## src/rtl/spi_mm_pkg.sv

```systemverilog
// Shared types for the multi-device SPI master.
// Assumes nothing beyond IEEE 1800-2017 packages.
package spi_mm_pkg;

    // Transfer sequencer states
    typedef enum logic [2:0] {
        ST_IDLE,   // chip selects high, waiting for a start
        ST_PREP,   // one clock: polarity applied, chip select still high
        ST_LEAD,   // chip select low, half-period before the first edge
        ST_XFER,   // SCLK edges running
        ST_TRAIL   // half-period after the last edge of the burst
    } spi_state_e;

endpackage

```

## src/rtl/spi_mm_profiles.sv

```systemverilog
// Per-device configuration table.
// Holds one packed profile word per chip select. Writes happen on any cycle;
// the read port is combinational and is only sampled by the top at a start.
// Assumes rsel and wsel are below NCS; an out-of-range read returns RST.
module spi_mm_profiles #(
    parameter int NCS = 4,
    parameter int PW  = 15,
    parameter logic [PW-1:0] RST = '0,
    localparam int SELW = (NCS > 1) ? $clog2(NCS) : 1
) (
    input  logic            clk,
    input  logic            rst_n,
    input  logic            we,
    input  logic [SELW-1:0] wsel,
    input  logic [PW-1:0]   wdata,
    input  logic [SELW-1:0] rsel,
    output logic [PW-1:0]   rdata
);

    logic [PW-1:0] prof_q [NCS];

    for (genvar i = 0; i < NCS; i++) begin : g_entry
        // Storage for the profile of device i
        always_ff @(posedge clk) begin
            if (!rst_n) begin
                prof_q[i] <= RST;
            end else if (we && (wsel == SELW'(i))) begin
                prof_q[i] <= wdata;
            end
        end
    end

    // Read the profile of the addressed device
    always_comb begin
        rdata = RST;
        for (int j = 0; j < NCS; j++) begin
            if (rsel == SELW'(j)) begin
                rdata = prof_q[j];
            end
        end
    end

endmodule

```

## src/rtl/spi_mm_tick.sv

```systemverilog
// Half-period timer.
// While en is high, tick pulses once every div+1 clocks, starting div+1
// clocks after en rises. The count restarts from zero whenever en is low.
module spi_mm_tick #(
    parameter int DIVW = 8
) (
    input  logic            clk,
    input  logic            rst_n,
    input  logic            en,
    input  logic [DIVW-1:0] div,
    output logic            tick
);

    logic [DIVW-1:0] cnt_q;

    assign tick = en && (cnt_q == div);

    // Count system clocks inside one half-period
    always_ff @(posedge clk) begin
        if (!rst_n || !en || tick) begin
            cnt_q <= '0;
        end else begin
            cnt_q <= cnt_q + 1'b1;
        end
    end

endmodule

```

## src/rtl/spi_mm_shift.sv

```systemverilog
// Bit engine for one frame at a time.
// Counts SCLK edges inside the frame, drives MOSI on the shift edges and
// places MISO samples at their right-aligned bit position on the sample
// edges. Wire bit k maps to word bit k (LSB first) or len-k (MSB first).
// Assumes len < DW and that the edge strobe comes at most once per clock.
module spi_mm_shift #(
    parameter int DW = 16,
    localparam int LENW = (DW > 1) ? $clog2(DW) : 1,
    localparam int EW   = LENW + 1
) (
    input  logic            clk,
    input  logic            rst_n,
    input  logic            load,
    input  logic            clear,
    input  logic            edge_stb,
    input  logic            cpha,
    input  logic            lsb,
    input  logic [LENW-1:0] len,
    input  logic [DW-1:0]   txw,
    input  logic            miso,
    output logic            mosi,
    output logic            last_edge,
    output logic [DW-1:0]   rx_data,
    output logic            rx_valid
);

    logic [EW-1:0]   e_q;
    logic [DW-1:0]   acc_q;
    logic [DW-1:0]   acc_nxt;
    logic [LENW-1:0] k;
    logic [LENW-1:0] k_next;
    logic            sample;
    logic            at_end;

    assign k         = e_q[EW-1:1];
    assign sample    = cpha ? e_q[0] : !e_q[0];
    assign at_end    = (e_q == {len, 1'b1});
    assign last_edge = edge_stb && at_end;
    assign k_next    = at_end ? '0 : k + 1'b1;

    // Word position of a wire bit index
    function automatic logic [LENW-1:0] widx(input logic [LENW-1:0] b,
                                              input logic lsb_f,
                                              input logic [LENW-1:0] l);
        return lsb_f ? b : l - b;
    endfunction

    // Receive word including the bit sampled on this edge
    always_comb begin
        acc_nxt = acc_q;
        if (edge_stb && sample) begin
            acc_nxt[widx(k, lsb, len)] = miso;
        end
    end

    // Edge counter, MOSI driver and receive assembly
    always_ff @(posedge clk) begin
        if (!rst_n) begin
            e_q      <= '0;
            acc_q    <= '0;
            mosi     <= 1'b0;
            rx_data  <= '0;
            rx_valid <= 1'b0;
        end else begin
            rx_valid <= 1'b0;
            if (clear) begin
                e_q   <= '0;
                acc_q <= '0;
            end else if (load) begin
                e_q   <= '0;
                acc_q <= '0;
                if (!cpha) begin
                    mosi <= txw[widx('0, lsb, len)];
                end
            end else if (edge_stb) begin
                if (!sample) begin
                    if (cpha) begin
                        mosi <= txw[widx(k, lsb, len)];
                    end else begin
                        mosi <= txw[widx(k_next, lsb, len)];
                    end
                end
                if (at_end) begin
                    e_q      <= '0;
                    acc_q    <= '0;
                    rx_data  <= acc_nxt;
                    rx_valid <= 1'b1;
                end else begin
                    e_q   <= e_q + 1'b1;
                    acc_q <= acc_nxt;
                end
            end
        end
    end

endmodule

```

## src/rtl/spi_multi_master.sv

```systemverilog
// Multi-device SPI master, top level.
// Accepts a start only when idle, latches the addressed device's profile,
// then runs PREP -> LEAD -> XFER -> TRAIL. Chip select is low from LEAD to
// the end of TRAIL. Done, interrupt and SCLK level are kept here. The
// profile table, half-period timer and bit engine are submodules.
// Assumes host inputs are synchronous to clk and dev_sel < NCS.
module spi_multi_master
    import spi_mm_pkg::*;
#(
    parameter int NCS  = 4,
    parameter int DW   = 16,
    parameter int DIVW = 8,
    parameter int BW   = 3,
    localparam int SELW = (NCS > 1) ? $clog2(NCS) : 1,
    localparam int LENW = (DW > 1) ? $clog2(DW) : 1
) (
    input  logic            clk,
    input  logic            rst_n,
    input  logic            cfg_we,
    input  logic [SELW-1:0] cfg_dev,
    input  logic            cfg_cpol,
    input  logic            cfg_cpha,
    input  logic            cfg_lsb,
    input  logic [LENW-1:0] cfg_len,
    input  logic [DIVW-1:0] cfg_div,
    input  logic            start_we,
    input  logic [SELW-1:0] dev_sel,
    input  logic [DW-1:0]   tx_data,
    input  logic [BW-1:0]   burst_len,
    input  logic            irq_en,
    input  logic            rd_ack,
    input  logic            abort,
    output logic            busy,
    output logic            done,
    output logic            irq,
    output logic [DW-1:0]   rx_data,
    output logic            rx_valid,
    output logic            sclk,
    output logic            mosi,
    input  logic            miso,
    output logic [NCS-1:0]  cs_n
);

    localparam int PW = 3 + LENW + DIVW;

    typedef struct packed {
        logic            cpol;
        logic            cpha;
        logic            lsb;
        logic [LENW-1:0] len;
        logic [DIVW-1:0] div;
    } prof_t;

    localparam prof_t RST_PROF = '{cpol: 1'b0, cpha: 1'b0, lsb: 1'b0,
                                   len: LENW'(DW - 1), div: '0};

    spi_state_e      st_q;
    prof_t           prof_wr;
    prof_t           prof_rd;
    prof_t           cur_q;
    logic [SELW-1:0] sel_q;
    logic [DW-1:0]   txw_q;
    logic [BW-1:0]   frames_q;
    logic            active;
    logic            accept;
    logic            kill;
    logic            tick;
    logic            edge_stb;
    logic            last_edge;
    logic            finish;

    assign prof_wr  = '{cpol: cfg_cpol, cpha: cfg_cpha, lsb: cfg_lsb,
                        len: cfg_len, div: cfg_div};
    assign busy     = (st_q != ST_IDLE);
    assign active   = (st_q == ST_LEAD) || (st_q == ST_XFER) || (st_q == ST_TRAIL);
    assign accept   = (st_q == ST_IDLE) && start_we;
    assign kill     = busy && abort;
    assign edge_stb = tick && !abort && ((st_q == ST_LEAD) || (st_q == ST_XFER));
    assign finish   = (st_q == ST_TRAIL) && tick && !abort;

    spi_mm_profiles #(.NCS(NCS), .PW(PW), .RST(RST_PROF)) u_prof (
        .clk   (clk),
        .rst_n (rst_n),
        .we    (cfg_we),
        .wsel  (cfg_dev),
        .wdata (prof_wr),
        .rsel  (dev_sel),
        .rdata (prof_rd)
    );

    spi_mm_tick #(.DIVW(DIVW)) u_tick (
        .clk   (clk),
        .rst_n (rst_n),
        .en    (active),
        .div   (cur_q.div),
        .tick  (tick)
    );

    spi_mm_shift #(.DW(DW)) u_shift (
        .clk       (clk),
        .rst_n     (rst_n),
        .load      (st_q == ST_PREP),
        .clear     (kill),
        .edge_stb  (edge_stb),
        .cpha      (cur_q.cpha),
        .lsb       (cur_q.lsb),
        .len       (cur_q.len),
        .txw       (txw_q),
        .miso      (miso),
        .mosi      (mosi),
        .last_edge (last_edge),
        .rx_data   (rx_data),
        .rx_valid  (rx_valid)
    );

    // Transfer sequencer
    always_ff @(posedge clk) begin
        if (!rst_n) begin
            st_q <= ST_IDLE;
        end else if (kill) begin
            st_q <= ST_IDLE;
        end else begin
            case (st_q)
                ST_IDLE:  if (start_we) st_q <= ST_PREP;
                ST_PREP:  st_q <= ST_LEAD;
                ST_LEAD:  if (tick) st_q <= ST_XFER;
                ST_XFER:  if (last_edge && (frames_q == '0)) st_q <= ST_TRAIL;
                ST_TRAIL: if (tick) st_q <= ST_IDLE;
                default:  st_q <= ST_IDLE;
            endcase
        end
    end

    // Latch device, word and profile at an accepted start
    always_ff @(posedge clk) begin
        if (!rst_n) begin
            cur_q <= RST_PROF;
            sel_q <= '0;
            txw_q <= '0;
        end else if (accept) begin
            cur_q <= prof_rd;
            sel_q <= dev_sel;
            txw_q <= tx_data;
        end
    end

    // Frames still to run after the current one
    always_ff @(posedge clk) begin
        if (!rst_n) begin
            frames_q <= '0;
        end else if (accept) begin
            frames_q <= burst_len;
        end else if (last_edge && (frames_q != '0)) begin
            frames_q <= frames_q - 1'b1;
        end
    end

    // Serial clock level
    always_ff @(posedge clk) begin
        if (!rst_n) begin
            sclk <= 1'b0;
        end else if (accept) begin
            sclk <= prof_rd.cpol;
        end else if (kill) begin
            sclk <= cur_q.cpol;
        end else if (edge_stb) begin
            sclk <= !sclk;
        end
    end

    // Completion flag and interrupt pulse
    always_ff @(posedge clk) begin
        if (!rst_n) begin
            done <= 1'b0;
            irq  <= 1'b0;
        end else begin
            irq <= 1'b0;
            if (finish) begin
                done <= 1'b1;
                irq  <= irq_en;
            end else if (accept || rd_ack) begin
                done <= 1'b0;
            end
        end
    end

    // Active-low chip select decode
    for (genvar i = 0; i < NCS; i++) begin : g_cs
        assign cs_n[i] = !(active && (sel_q == SELW'(i)));
    end

endmodule

```

## config.mk

```make
export PLATFORM = sky130hd
export DESIGN_NAME = spi_multi_master
export DESIGN_NICKNAME = d
export VERILOG_FILES = /design/src/rtl/spi_mm_pkg.sv /design/src/rtl/spi_mm_profiles.sv /design/src/rtl/spi_mm_tick.sv /design/src/rtl/spi_mm_shift.sv /design/src/rtl/spi_multi_master.sv
export SDC_FILE = /design/constraint.sdc
export NUM_CORES = 1
export LEC_CHECK = 0
export BUFFER_PORTS_ARGS = -buffer_cell sky130_fd_sc_hd__buf_2
export CAP_MARGIN = 20
export CORE_ASPECT_RATIO = 1.2
export CORE_MARGIN = 2
export CORE_UTILIZATION = 44
export DETAILED_ROUTE_END_ITERATION = 12
export PLACE_DENSITY = 0.62
export SLEW_MARGIN = 20
export SYNTH_ARGS = -nofsm -noshare
export SYNTH_HDL_FRONTEND = slang
export SYNTH_SLANG_ARGS = --single-unit
export TNS_END_PERCENT = 1
```

## constraint.sdc

```tcl
create_clock -name clk -period 6.1 [get_ports clk]
set_input_delay 1.22 -clock clk [delete_from_list [all_inputs] [get_ports clk]]
set_output_delay 1.22 -clock clk [all_outputs]
set_load 0.01 [all_outputs]
```

### Yosys cells after proc, flatten, opt, wreduce, memory -nomap -nowiden

Memory sizes are Yosys's and may differ from the RTL's.
Index checks and enable logic that the tools add are counted.

| operators by class | value |
|---|---|
| $add $sub $neg | 6 |
| multiplexer cells | 56 |
| shift-type cells | 0 |
| reductions and logical operators | 52 |
| bitwise logic cells | 8 |
| order comparisons | 4 |
| eq/ne operators | 21 |
| div/mod/pow operators | 0 |
| multipliers | 0 |

Operator list:

| operator | count |
|---|---|
| 15-bit two-way mux | 8 |
| 16-bit two-way mux | 2 |
| 1-bit two-way mux | 29 |
| 1-bit logical AND | 20 |
| 3-bit two-way mux | 6 |
| 16-bit bitwise mux | 1 |
| 4-bit two-way mux | 4 |
| 4-bit by 5-bit < comparator with 1-bit output, second input constant | 3 |
| 3-bit one-hot mux with 5 select lines | 1 |
| 1-bit binary-select mux with 4-bit select | 3 |
| 2-bit equality test, second input constant | 6 |
| 4-bit AND reduction | 3 |
| 1-bit zero test | 9 |
| 3-bit nonzero test | 3 |
| 8-bit by 1-bit adder with 8-bit output, second input constant | 1 |
| 8-bit equality test | 1 |
| 2-bit inequality test, second input constant | 4 |
| 4-bit subtractor | 2 |
| 2-bit by 1-bit equality test with 1-bit output, second input constant | 3 |
| 3-bit by 2-bit equality test with 1-bit output, second input constant | 2 |
| 2-bit zero test | 3 |
| 3-bit zero test | 2 |
| 2-bit nonzero test | 3 |
| 5-bit by 1-bit adder with 5-bit output, second input constant | 1 |
| 16 further kinds | 27 |

| storage, ports and cells | value |
|---|---|
| ROM bits | 0 |
| latch bits | 0 |
| logic and storage cells | 166 |
| memory bits (writable) | 60 |
| register bits | 89 |
| memories kept | 1 |

Memories:

| name | depth | bits a word | read ports | clocked after memory_dff | wr ports | RTL line | RTL |
|---|---|---|---|---|---|---|---|
| u_prof.prof_q | 4 | 15 | 4 | 0 | 4 | spi_mm_profiles.sv:20 | `logic [PW-1:0] prof_q [NCS];` |

### Logic depth before layout (Yosys ltp)

Gate-level depths: netlist of run 1.

| depth | value |
|---|---|
| word-level depth | 10 |
| depth in mapped cells | 16 |
| mapped depth without buffers | 15 |

### Cells and area by module

A second synthesis of run 1 with hierarchy kept.

| unflattened totals | value |
|---|---|
| cells, all modules | 731 |
| area, all modules | 7,497.2 µm² |

Modules (own cells, without submodules):

| module | times used | area each (µm²) | cells each |
|---|---|---|---|
| spi_mm_profiles | 1 | 2,666.3 | 153 |
| spi_mm_shift | 1 | 2,623.8 | 311 |
| spi_multi_master | 1 | 1,739.2 | 220 |
| spi_mm_tick | 1 | 467.9 | 47 |

### Least setup slack after synthesis of run 1

OpenSTA, ideal clock, no wires.

| timing path | value |
|---|---|
| path type | reg-to-reg |
| start point | register cur_q[8] (netlist name) |
| end point | register u_shift.mosi |
| required time | 6.026 ns |
| buffers on the path | 1 |
| data arrival time | 3.140 ns |
| setup slack | 2.886 ns |
| stages on the path, launching flop included | 14 |
| period minus slack after synthesis | 3.214 ns |
| library setup time | 0.074 ns |
| path through | dfxtp_1 inv_1 ha_1 and4_1 nand2_1 buf_1 nand2_1 fa_1 nor2b_1 a31oi_1 nor2_1 a2111oi_0 a31oi_1 a31oi_1 |

| between the ends | value |
|---|---|
| cells in the longest elaborated chain, start to end | 10 |
| elaborated cells between the ends (all ways) | 18 |
| classes of those cells | add/sub (2); eq/ne (1); mux (15) |

Ends and longest elaborated chain:

| element | RTL line | RTL |
|---|---|---|
| start: declaration | spi_multi_master.sv:60 | `prof_t cur_q;` |
| start signal: assignment | spi_multi_master.sv:141 | `cur_q <= prof_rd;` |
| 5-bit equality test | spi_mm_shift.sv:37 | `assign at_end = (e_q == {len, 1'b1});` |
| 4-bit two-way mux | spi_mm_shift.sv:39 | `assign k_next = at_end ? '0 : k + 1'b1;` |
| 4-bit subtractor | spi_mm_shift.sv:45 | `return lsb_f ? b : l - b;` |
| 4-bit two-way mux | spi_mm_shift.sv:45 |  |
| 1-bit binary-select mux with 4-bit select | spi_mm_shift.sv:80 | `mosi <= txw[widx(k_next, lsb, len)];` |
| 1-bit two-way mux (implied by the code) | spi_mm_shift.sv:80 |  |
| 1-bit two-way mux | spi_mm_shift.sv:77 | `if (cpha) begin` |
| 1-bit two-way mux | spi_mm_shift.sv:76 | `if (!sample) begin` |
| 1-bit two-way mux | spi_mm_shift.sv:75 | `end else if (edge_stb) begin` |
| 1-bit two-way mux * | spi_mm_shift.sv:69 | `end else if (load) begin` |
| end signal: assignment | spi_mm_shift.sv:73 | `mosi <= txw[widx('0, lsb, len)];` |
| end signal: assignment | spi_mm_shift.sv:78 | `mosi <= txw[widx(k, lsb, len)];` |
| end signal: assignment | spi_mm_shift.sv:80 |  |
| end: declaration | spi_mm_shift.sv:21 | `output logic mosi,` |

Mark *: on every way between the ends. The rest lies on a longest branch, timed or not. The select of a mux whose other input is x is not followed.
A chain may end at the register's enable or synchronous reset.

### Final worst setup path of run 1

Same ends and word-level chain as after synthesis.

==> results.py, run 1 <==
metrics = {
    "placement": {
        "place_congestion": 0.910,
        "dp.cells": 996,
        "portBuffers": 71,
        "dp_hpwl_mm": 12.2,
        "place_ws_ns": 2.21,
    },
    "cts": {
        "htree_levels": 4,
        "post_cts.repair.setup_buffers": 0,
        "clock_path_buffers": 2,
        "cts.sinks": 149,
        "cts-hold-fix-buffers": 0,
        "insertion_delay_ns": 0.43,
        "path_clk_slew_ns": 0.06,
        "ctsResizeCount": 0,
        "cts-buffers-inserted": 17,
        "root_buffer": "clkbuf_16",
        "cts_tree": "built",
    },
    "synth": {
        "yosys_warnings": 0,
        "synthDistinctLibCells": 66,
        "synth.net_count": 804,
        "synthTopCellsByArea": "edfxtp_1, dfxtp_1, nand2_1",
        "ys_ff_latch": 149,
        "ys_seq_area_share_pct": 47.3,
        "syn_area_per_cell_um2": 10.2,
        "yosys.area.top_type": "edfxtp_1",
        "yosys.area.top_type_share_pct": 23.8,
        "synthFlopType": "dfxtp_1",
        "synth_edf_count": 60,
        "syn-cell-area_um2": 7580,
        "netlist_instances": 745,
        "async_reset_ff_share_pct": 0,
    },
    "critical_path": {
        "worstSetupPathType": "reg -> reg",
        "cp.arrival_ns": 4.01,
        "cp_cell_sequence": "inv_1 -> ha_1 -> and4_1 -> nand2_1 -> nand2_1 -> fa_1 -> nor2b_1 -> a31oi_1 -> nor2_1 -> a2111oi_0 -> a31oi_1 -> a31oi_1",
        "cp-end-kind": "register",
        "path_buf_inv": 1,
        "cpMaxStageDelayCell": "dfxtp_1",
        "cp-start-kind": "register",
        "cp.required_ns": 6.45,
        "critPathTopFamily": "simple AND/OR/NAND/NOR gates",
        "cpMostUsedCell": "a31oi_1",
        "crit_fanout": 14,
        "cp_slowest_stage_delay_ns": 0.47,
    },
    "power_and_ir_drop": {
        "p_leak_uw": 0.00321,
        "cellPowerDensity_nw_per_um2": 303,
        "vdd.ir_drop.worst_v": 0.000215,
        "p_sw_uw": 676,
        "p_clk_share_pct": 43.1,
        "p_seq_share_pct": 43.0,
        "p_comb_share_pct": 13.9,
        "netSwitchingFraction_pct": 25.6,
        "p_int_uw": 1970,
    },
    "floorplanning": {
        "die_area_um2": 18300,
        "io_pins": 72,
        "initial_utilization_pct": 45.0,
        "die_h_um": 148,
        "die_w_um": 124,
        "rows": 52,
        "fp.coreArea_um2": 16900,
    },
    "timing": {
        "max_slew_margin_pct": 26.5,
        "final.min_clock_period_ns": 3.67,
        "hold_violations": 0,
        "fin_setup_tns_ns": 0,
        "maxSlewViolCount": 0,
        "fmax_ghz": 0.273,
        "setup_viol": 0,
        "fin_ws_ns": 2.43,
        "finalCritPeriodShare_pct": 60.1,
        "skew_ns": 0.00925,
        "tightest_slew_ns": 1.10,
        "rsz0062_at_grt": "false",
    },
    "hold_path": {
        "hp-class": "reg -> reg",
    },
    "drt": {
        "drc": 0,
        "wirelength_mm": 17.4,
        "vias_per_cell": 5.48,
        "drtPass1Iterations": 7,
        "wl_per_cell_um": 16.9,
        "num_vias": 5632,
        "antenna_left": 0,
        "first_iter_violations": 340,
    },
    "cells_and_area": {
        "drive_gt1_share_pct": 21.4,
        "post-route-util_pct": 51.8,
        "fill_cells": 1520,
        "diodes": 0,
        "final_cell_mix": "nand2_1, dfxtp_1, buf_2",
        "nets": 858,
        "final_common_cell": "nand2_1",
        "area_delta_synth_final_pct": 15.2,
        "stdcell_count": 1028,
    },
    "grt": {
        "grt_pass1_wl_mm": 28.5,
        "grt_pass1_vias": 5789,
        "track_usage_pct": 20.1,
        "grt_overflow_total": 0,
        "grt_max_degree": 38,
        "grt_antenna_before_repair": 0,
    },
    "job": {
        "drv_cap": 0,
    },
    "outcome": {
        "outcome": "completed",
    },
}
==> cells by family after synthesis <==
| logic type | Yosys count | share of synthesized area [%] |
|---|---|---|
| buffers and inverters | 53 | 3.12 |
| adders and majority gates | 13 | 2.35 |
| xor gates and xnor gates | 24 | 2.77 |
| muxes | 50 | 9.91 |
| and+or+nand+nor | 317 | 22.8 |
| AOI/OAI and AO/OA | 139 | 11.8 |
| DFF | 149 | 47.3 |
==> worst paths after layout <==
path | start | endpoint | slack, ns | cells after the start
worst max-delay path | cur_q[8] | u_shift.mosi | 2.43 | 12
worst min-delay path | done | done | 0.46 | 2
worst max register to register | cur_q[8] | u_shift.mosi | 2.43 | 12
worst min register to register | done | done | 0.46 | 2
==> state kept, by name, indices dropped and copies added, names as in the netlist, 2 cells and up <==
name	flops
cur_q	15
frames_q	3
sel_q	2
st_q	3
txw_q	16
u_prof.prof_q	60
u_shift.acc_q	16
u_shift.e_q	5
u_shift.rx_data	16
u_tick.cnt_q	8
==> through the flow <==
stage | instance area [µm²] | power (µW) | hold WS (ns)
after floorplan | 7580 | 1420 | 0.436
after global placement | 8070 | 1510 | 0.445
after detailed placement | 8070 | 1520 | 0.449
after CTS | 8720 | 2660 | 0.459
after global routing | 8730 | 2750 | 0.480
final | 8730 | 2640 | 0.455
==> per-layer routing <==
layer	wire length, µm	GRT usage [%]	vias up
met5	0	0	-
met4	300	7.39	0
met3	726	4.28	28
met2	8900	34.3	147
met1	7480	24.9	2690
li1	-	-	2767
==> final cells by class <==
cell class	count	area (µm²)	area share (%)
Multi-Input combinational cell	543	3790	43.5
Sequential cell	149	3580	41.1
Clock buffer	21	483	5.53
Timing Repair Buffer	74	378	4.33
Tap cell	216	270	3.10
Clock inverter	11	168	1.92
Inverter	14	52.6	0.602
==> cells in the mapped netlist, types with 3 or more instances <==
library cell	instances
nand2_1	143
dfxtp_1	89
edfxtp_1	60
a21oi_1	58
and2_1	48
nor2_1	30
clkbuf_1	23
mux2i_1	23
o21ai_0	23
o211ai_1	22
nand2b_1	20
mux4_2	19
nand3_1	17
xor2_1	16
inv_1	12
nor3_4	12
ha_1	11
nor3_1	9
buf_2	8
xnor2_1	8
mux2_2	7
a2111oi_0	6
a31oi_1	6
nor3_2	6
and3_1	4
or3_1	4
buf_1	3
buf_6	3
nand3b_1	3
nor2b_1	3
nor3b_1	3
o31ai_1	3
==> worst min-delay path: cells and delay by family, from the launching register on <==
kind               cells  cell delay [ns]
AOI/OAI and AO/OA      1             0.05
and+or+nand+nor        1             0.05
DFF                    1             0.31
==> power groups by stage <==
stage | registers [µW] | clock network (µW) | logic [µW]
global route | 1140 | 1210 | 406
global placement | 1150 | 0 | 359
detailed placement | 1160 | 0 | 367
CTS | 1130 | 1160 | 368
finish | 1130 | 1140 | 367
floorplan | 1140 | 0 | 283
No activity file was read; power rests on OpenSTA's default activity.
==> inputs of run 2 (changes only) <==
--- a/config.mk
+++ b/config.mk
@@ -5,6 +5,7 @@
 export SDC_FILE = /design/constraint.sdc
 export NUM_CORES = 1
 export LEC_CHECK = 0
+export ABC_AREA = 1
 export BUFFER_PORTS_ARGS = -buffer_cell sky130_fd_sc_hd__buf_2
 export CAP_MARGIN = 20
 export CORE_ASPECT_RATIO = 1.2
==> constraint.sdc (replaced) <==
create_clock -name clk -period 3.38 [get_ports clk]
set_input_delay 0.676 -clock clk [delete_from_list [all_inputs] [get_ports clk]]
set_output_delay 0.676 -clock clk [all_outputs]
set_load 0.01 [all_outputs]
==> run 2 against run 1 <==
Final area shrank 1.2%. Core utilization shrank 0.40 points. Synthesized cell count grew 30%. Largest power group is now registers. Cell count grew 23%. Combinational power grew to 4.5 times the previous value. Critical path depth grew 8. Area after synthesis shrank 0.91%. Worst setup slack lost 2.1 ns. Via count grew 13%. Critical path type unchanged.
==> results.py, run 2 <==
metrics = {
    "critical_path": {
        "cpMostUsedCell": "nand2_1",
        "crit_fanout": 5,
        "cp.required_ns": 3.73,
        "cp-start-kind": "register",
        "cpMaxStageDelayCell": "fa_1",
        "critPathTopFamily": "simple AND/OR/NAND/NOR gates",
        "cp_slowest_stage_delay_ns": 0.43,
        "cp_cell_sequence": "inv_1 -> ha_1 -> nand2_1 -> nor2_1 -> nand2_1 -> inv_1 -> nor2_1 -> ha_1 -> inv_1 -> fa_1 -> or2_2 -> nand2_1 -> nand3_1 -> nand3_1 -> nand3b_1 -> nand2_1 -> nand2_1 -> nand2_1 -> nand2_1 -> a21oi_1",
        "cp.arrival_ns": 3.36,
        "path_buf_inv": 3,
        "crit-reg2reg-capture": "u_shift.mosi",
        "r2r_slack_ns": 0.37,
        "worstSetupPathType": "reg -> reg",
        "cp-end-kind": "register",
        "reg2regPathDepth": 20,
        "r2r_start": "cur_q[8]",
    },
    "synth": {
        "synthTopCellsByCount": "nand2_1, inv_1, dfxtp_1",
        "ys_ff_latch": 149,
        "yosys_warnings": 0,
        "syn_area_per_cell_um2": 7.72,
        "synthFlopType": "dfxtp_1",
        "async_reset_ff_share_pct": 0,
        "synth.most_common_cell": "nand2_1",
        "netlist_instances": 972,
        "synth_edf_count": 60,
        "ys_seq_area_share_pct": 47.7,
        "synth.net_count": 1031,
        "synthTopCellsByArea": "edfxtp_1, dfxtp_1, nand2_1",
        "synthDistinctLibCells": 42,
        "yosys.area.top_type": "edfxtp_1",
        "yosys.area.top_type_share_pct": 24.0,
        "syn-cell-area_um2": 7510,
    },
    "timing": {
        "final.min_clock_period_ns": 3.01,
        "finalCritPeriodShare_pct": 89.0,
        "fin_ws_ns": 0.373,
        "rsz0062_at_grt": "false",
        "tightest_slew_ns": 0.822,
        "fin_setup_tns_ns": 0,
        "setup_viol": 0,
        "skew_ns": 0.00830,
        "maxSlewViolCount": 0,
        "hold_violations": 0,
        "fmax_ghz": 0.333,
        "max_slew_margin_pct": 44.7,
    },
    "floorplanning": {
        "rows": 52,
        "initial_utilization_pct": 44.7,
        "die_h_um": 147,
        "io_pins": 72,
        "die_area_um2": 18100,
        "fp.coreArea_um2": 16800,
        "die_w_um": 123,
    },
    "cells_and_area": {
        "final_common_cell": "nand2_1",
        "top_register": "u_prof.prof_q",
        "area_delta_synth_final_pct": 14.9,
        "drive_gt1_share_pct": 13.0,
        "largest_reg_flops": 60,
        "final_cell_mix": "nand2_1, inv_1, dfxtp_1",
        "nets": 1095,
        "diodes": 0,
    },
    "hold_path": {
        "min_to": "done",
        "hold_path.startpoint": "rd_ack",
        "hp-class": "in -> reg",
        "whs_path_depth": 2,
    },
    "grt": {
        "grt_max_degree": 55,
        "grt_pass1_wl_mm": 29.6,
        "grt_antenna_before_repair": 1,
        "track_usage_pct": 20.6,
        "grt_overflow_total": 0,
        "grt_pass1_vias": 6010,
    },
    "drt": {
        "drc": 0,
        "vias_per_cell": 5.01,
        "num_vias": 6341,
        "wl_per_cell_um": 13.8,
        "drtPass1Iterations": 5,
        "dr_wl_met2_mm": 8.89,
        "first_iter_violations": 411,
        "routed.top_layer": "met5",
        "wl_met1_mm": 7.46,
        "wirelength_mm": 17.5,
        "met3_length_um": 777,
        "antenna_left": 0,
    },
    "power_and_ir_drop": {
        "vdd.ir_drop.worst_v": 0.000328,
        "p_leak_uw": 0.00377,
        "cellPowerDensity_nw_per_um2": 658,
        "p_int_uw": 3640,
        "netSwitchingFraction_pct": 35.9,
        "p_clk_share_pct": 31.7,
        "p_comb_share_pct": 29.2,
        "p_seq_share_pct": 39.1,
        "p_sw_uw": 2030,
    },
    "placement": {
        "place_congestion": 0.893,
        "portBuffers": 71,
        "place_ws_ns": 0.320,
        "dp_hpwl_mm": 12.8,
    },
    "cts": {
        "cts.sinks": 149,
        "insertion_delay_ns": 0.43,
        "path_clk_slew_ns": 0.06,
        "clock_path_buffers": 2,
        "cts-buffers-inserted": 17,
        "cts_tree": "built",
        "htree_levels": 4,
        "root_buffer": "clkbuf_16",
        "cts-hold-fix-buffers": 0,
    },
    "job": {
        "drv_cap": 0,
    },
    "outcome": {
        "outcome": "completed",
    },
}
==> run 2: power groups by stage <==
stage,logic [µW],registers [µW],clock network (µW)
global route,1920,2250,1900
global placement,1630,2260,0
detailed placement,1650,2260,0
finish,1660,2220,1800
floorplan,1250,2220,0
CTS,1660,2220,1820
==> run 2: cell type report <==
cell class | instances | area [µm²]
repair buffers | 84 | 453
well taps | 216 | 270
clock buffers | 17 | 425
fillers | 1676 | 8160
multi-input cells | 676 | 3360
inverters | 108 | 405
flip-flops and latches | 149 | 3580
clock inverters | 15 | 131
==> run 2: metal layers <==
layer  global-route usage [%]  vias up
li1                         -     3331
met1                     24.3     2829
met2                     36.2      145
met3                     4.66       34
met4                     7.27        2
met5                        0        -
==> run 2: timing repair <==
action | CTS | global route
buffers inserted | 0 | 0
setup endpoints to repair | 0 | 1
gates resized for setup | 0 | 1
==> run 2: metrics by stage <==
stage,instance area (µm²),cells,hold slack (ns),power (µW),util [%]
floorplan,7510,972,0.441,3470,-
global placement,8070,1233,0.452,3890,48.1
CTS,8620,1265,0.420,5700,51.4
detailed placement,8070,1233,0.456,3900,48.1
global route,8630,1265,0.437,6070,51.4
finish,8630,1265,0.434,5670,51.4
==> run 2: logic make-up (layout without fill, tap and decap cells) <==
group,Yosys count,after routing,share of synthesized area (%)
flip-flops,149,149,47.7
adder cells (fa/ha/maj),13,13,2.37
AND/OR/NAND/NOR,440,440,24.9
AO/OA/AOI/OAI,208,208,15.6
buffers and inverters,147,224,7.63
XOR/XNOR,15,15,1.75
==> run 2: worst max-delay path by stage <==
stage | startpoint | endpoint | slack [ns] | cells past startpoint
floorplan | u_shift.e_q[3] | u_shift.mosi | 0.36 | 21
global placement | u_shift.e_q[3] | u_shift.mosi | 0.41 | 20
detailed placement | u_shift.e_q[3] | u_shift.mosi | 0.32 | 20
CTS | u_shift.e_q[3] | u_shift.mosi | 0.30 | 20
global route | cur_q[8] | u_shift.mosi | 0.04 | 20
finish | cur_q[8] | u_shift.mosi | 0.37 | 20
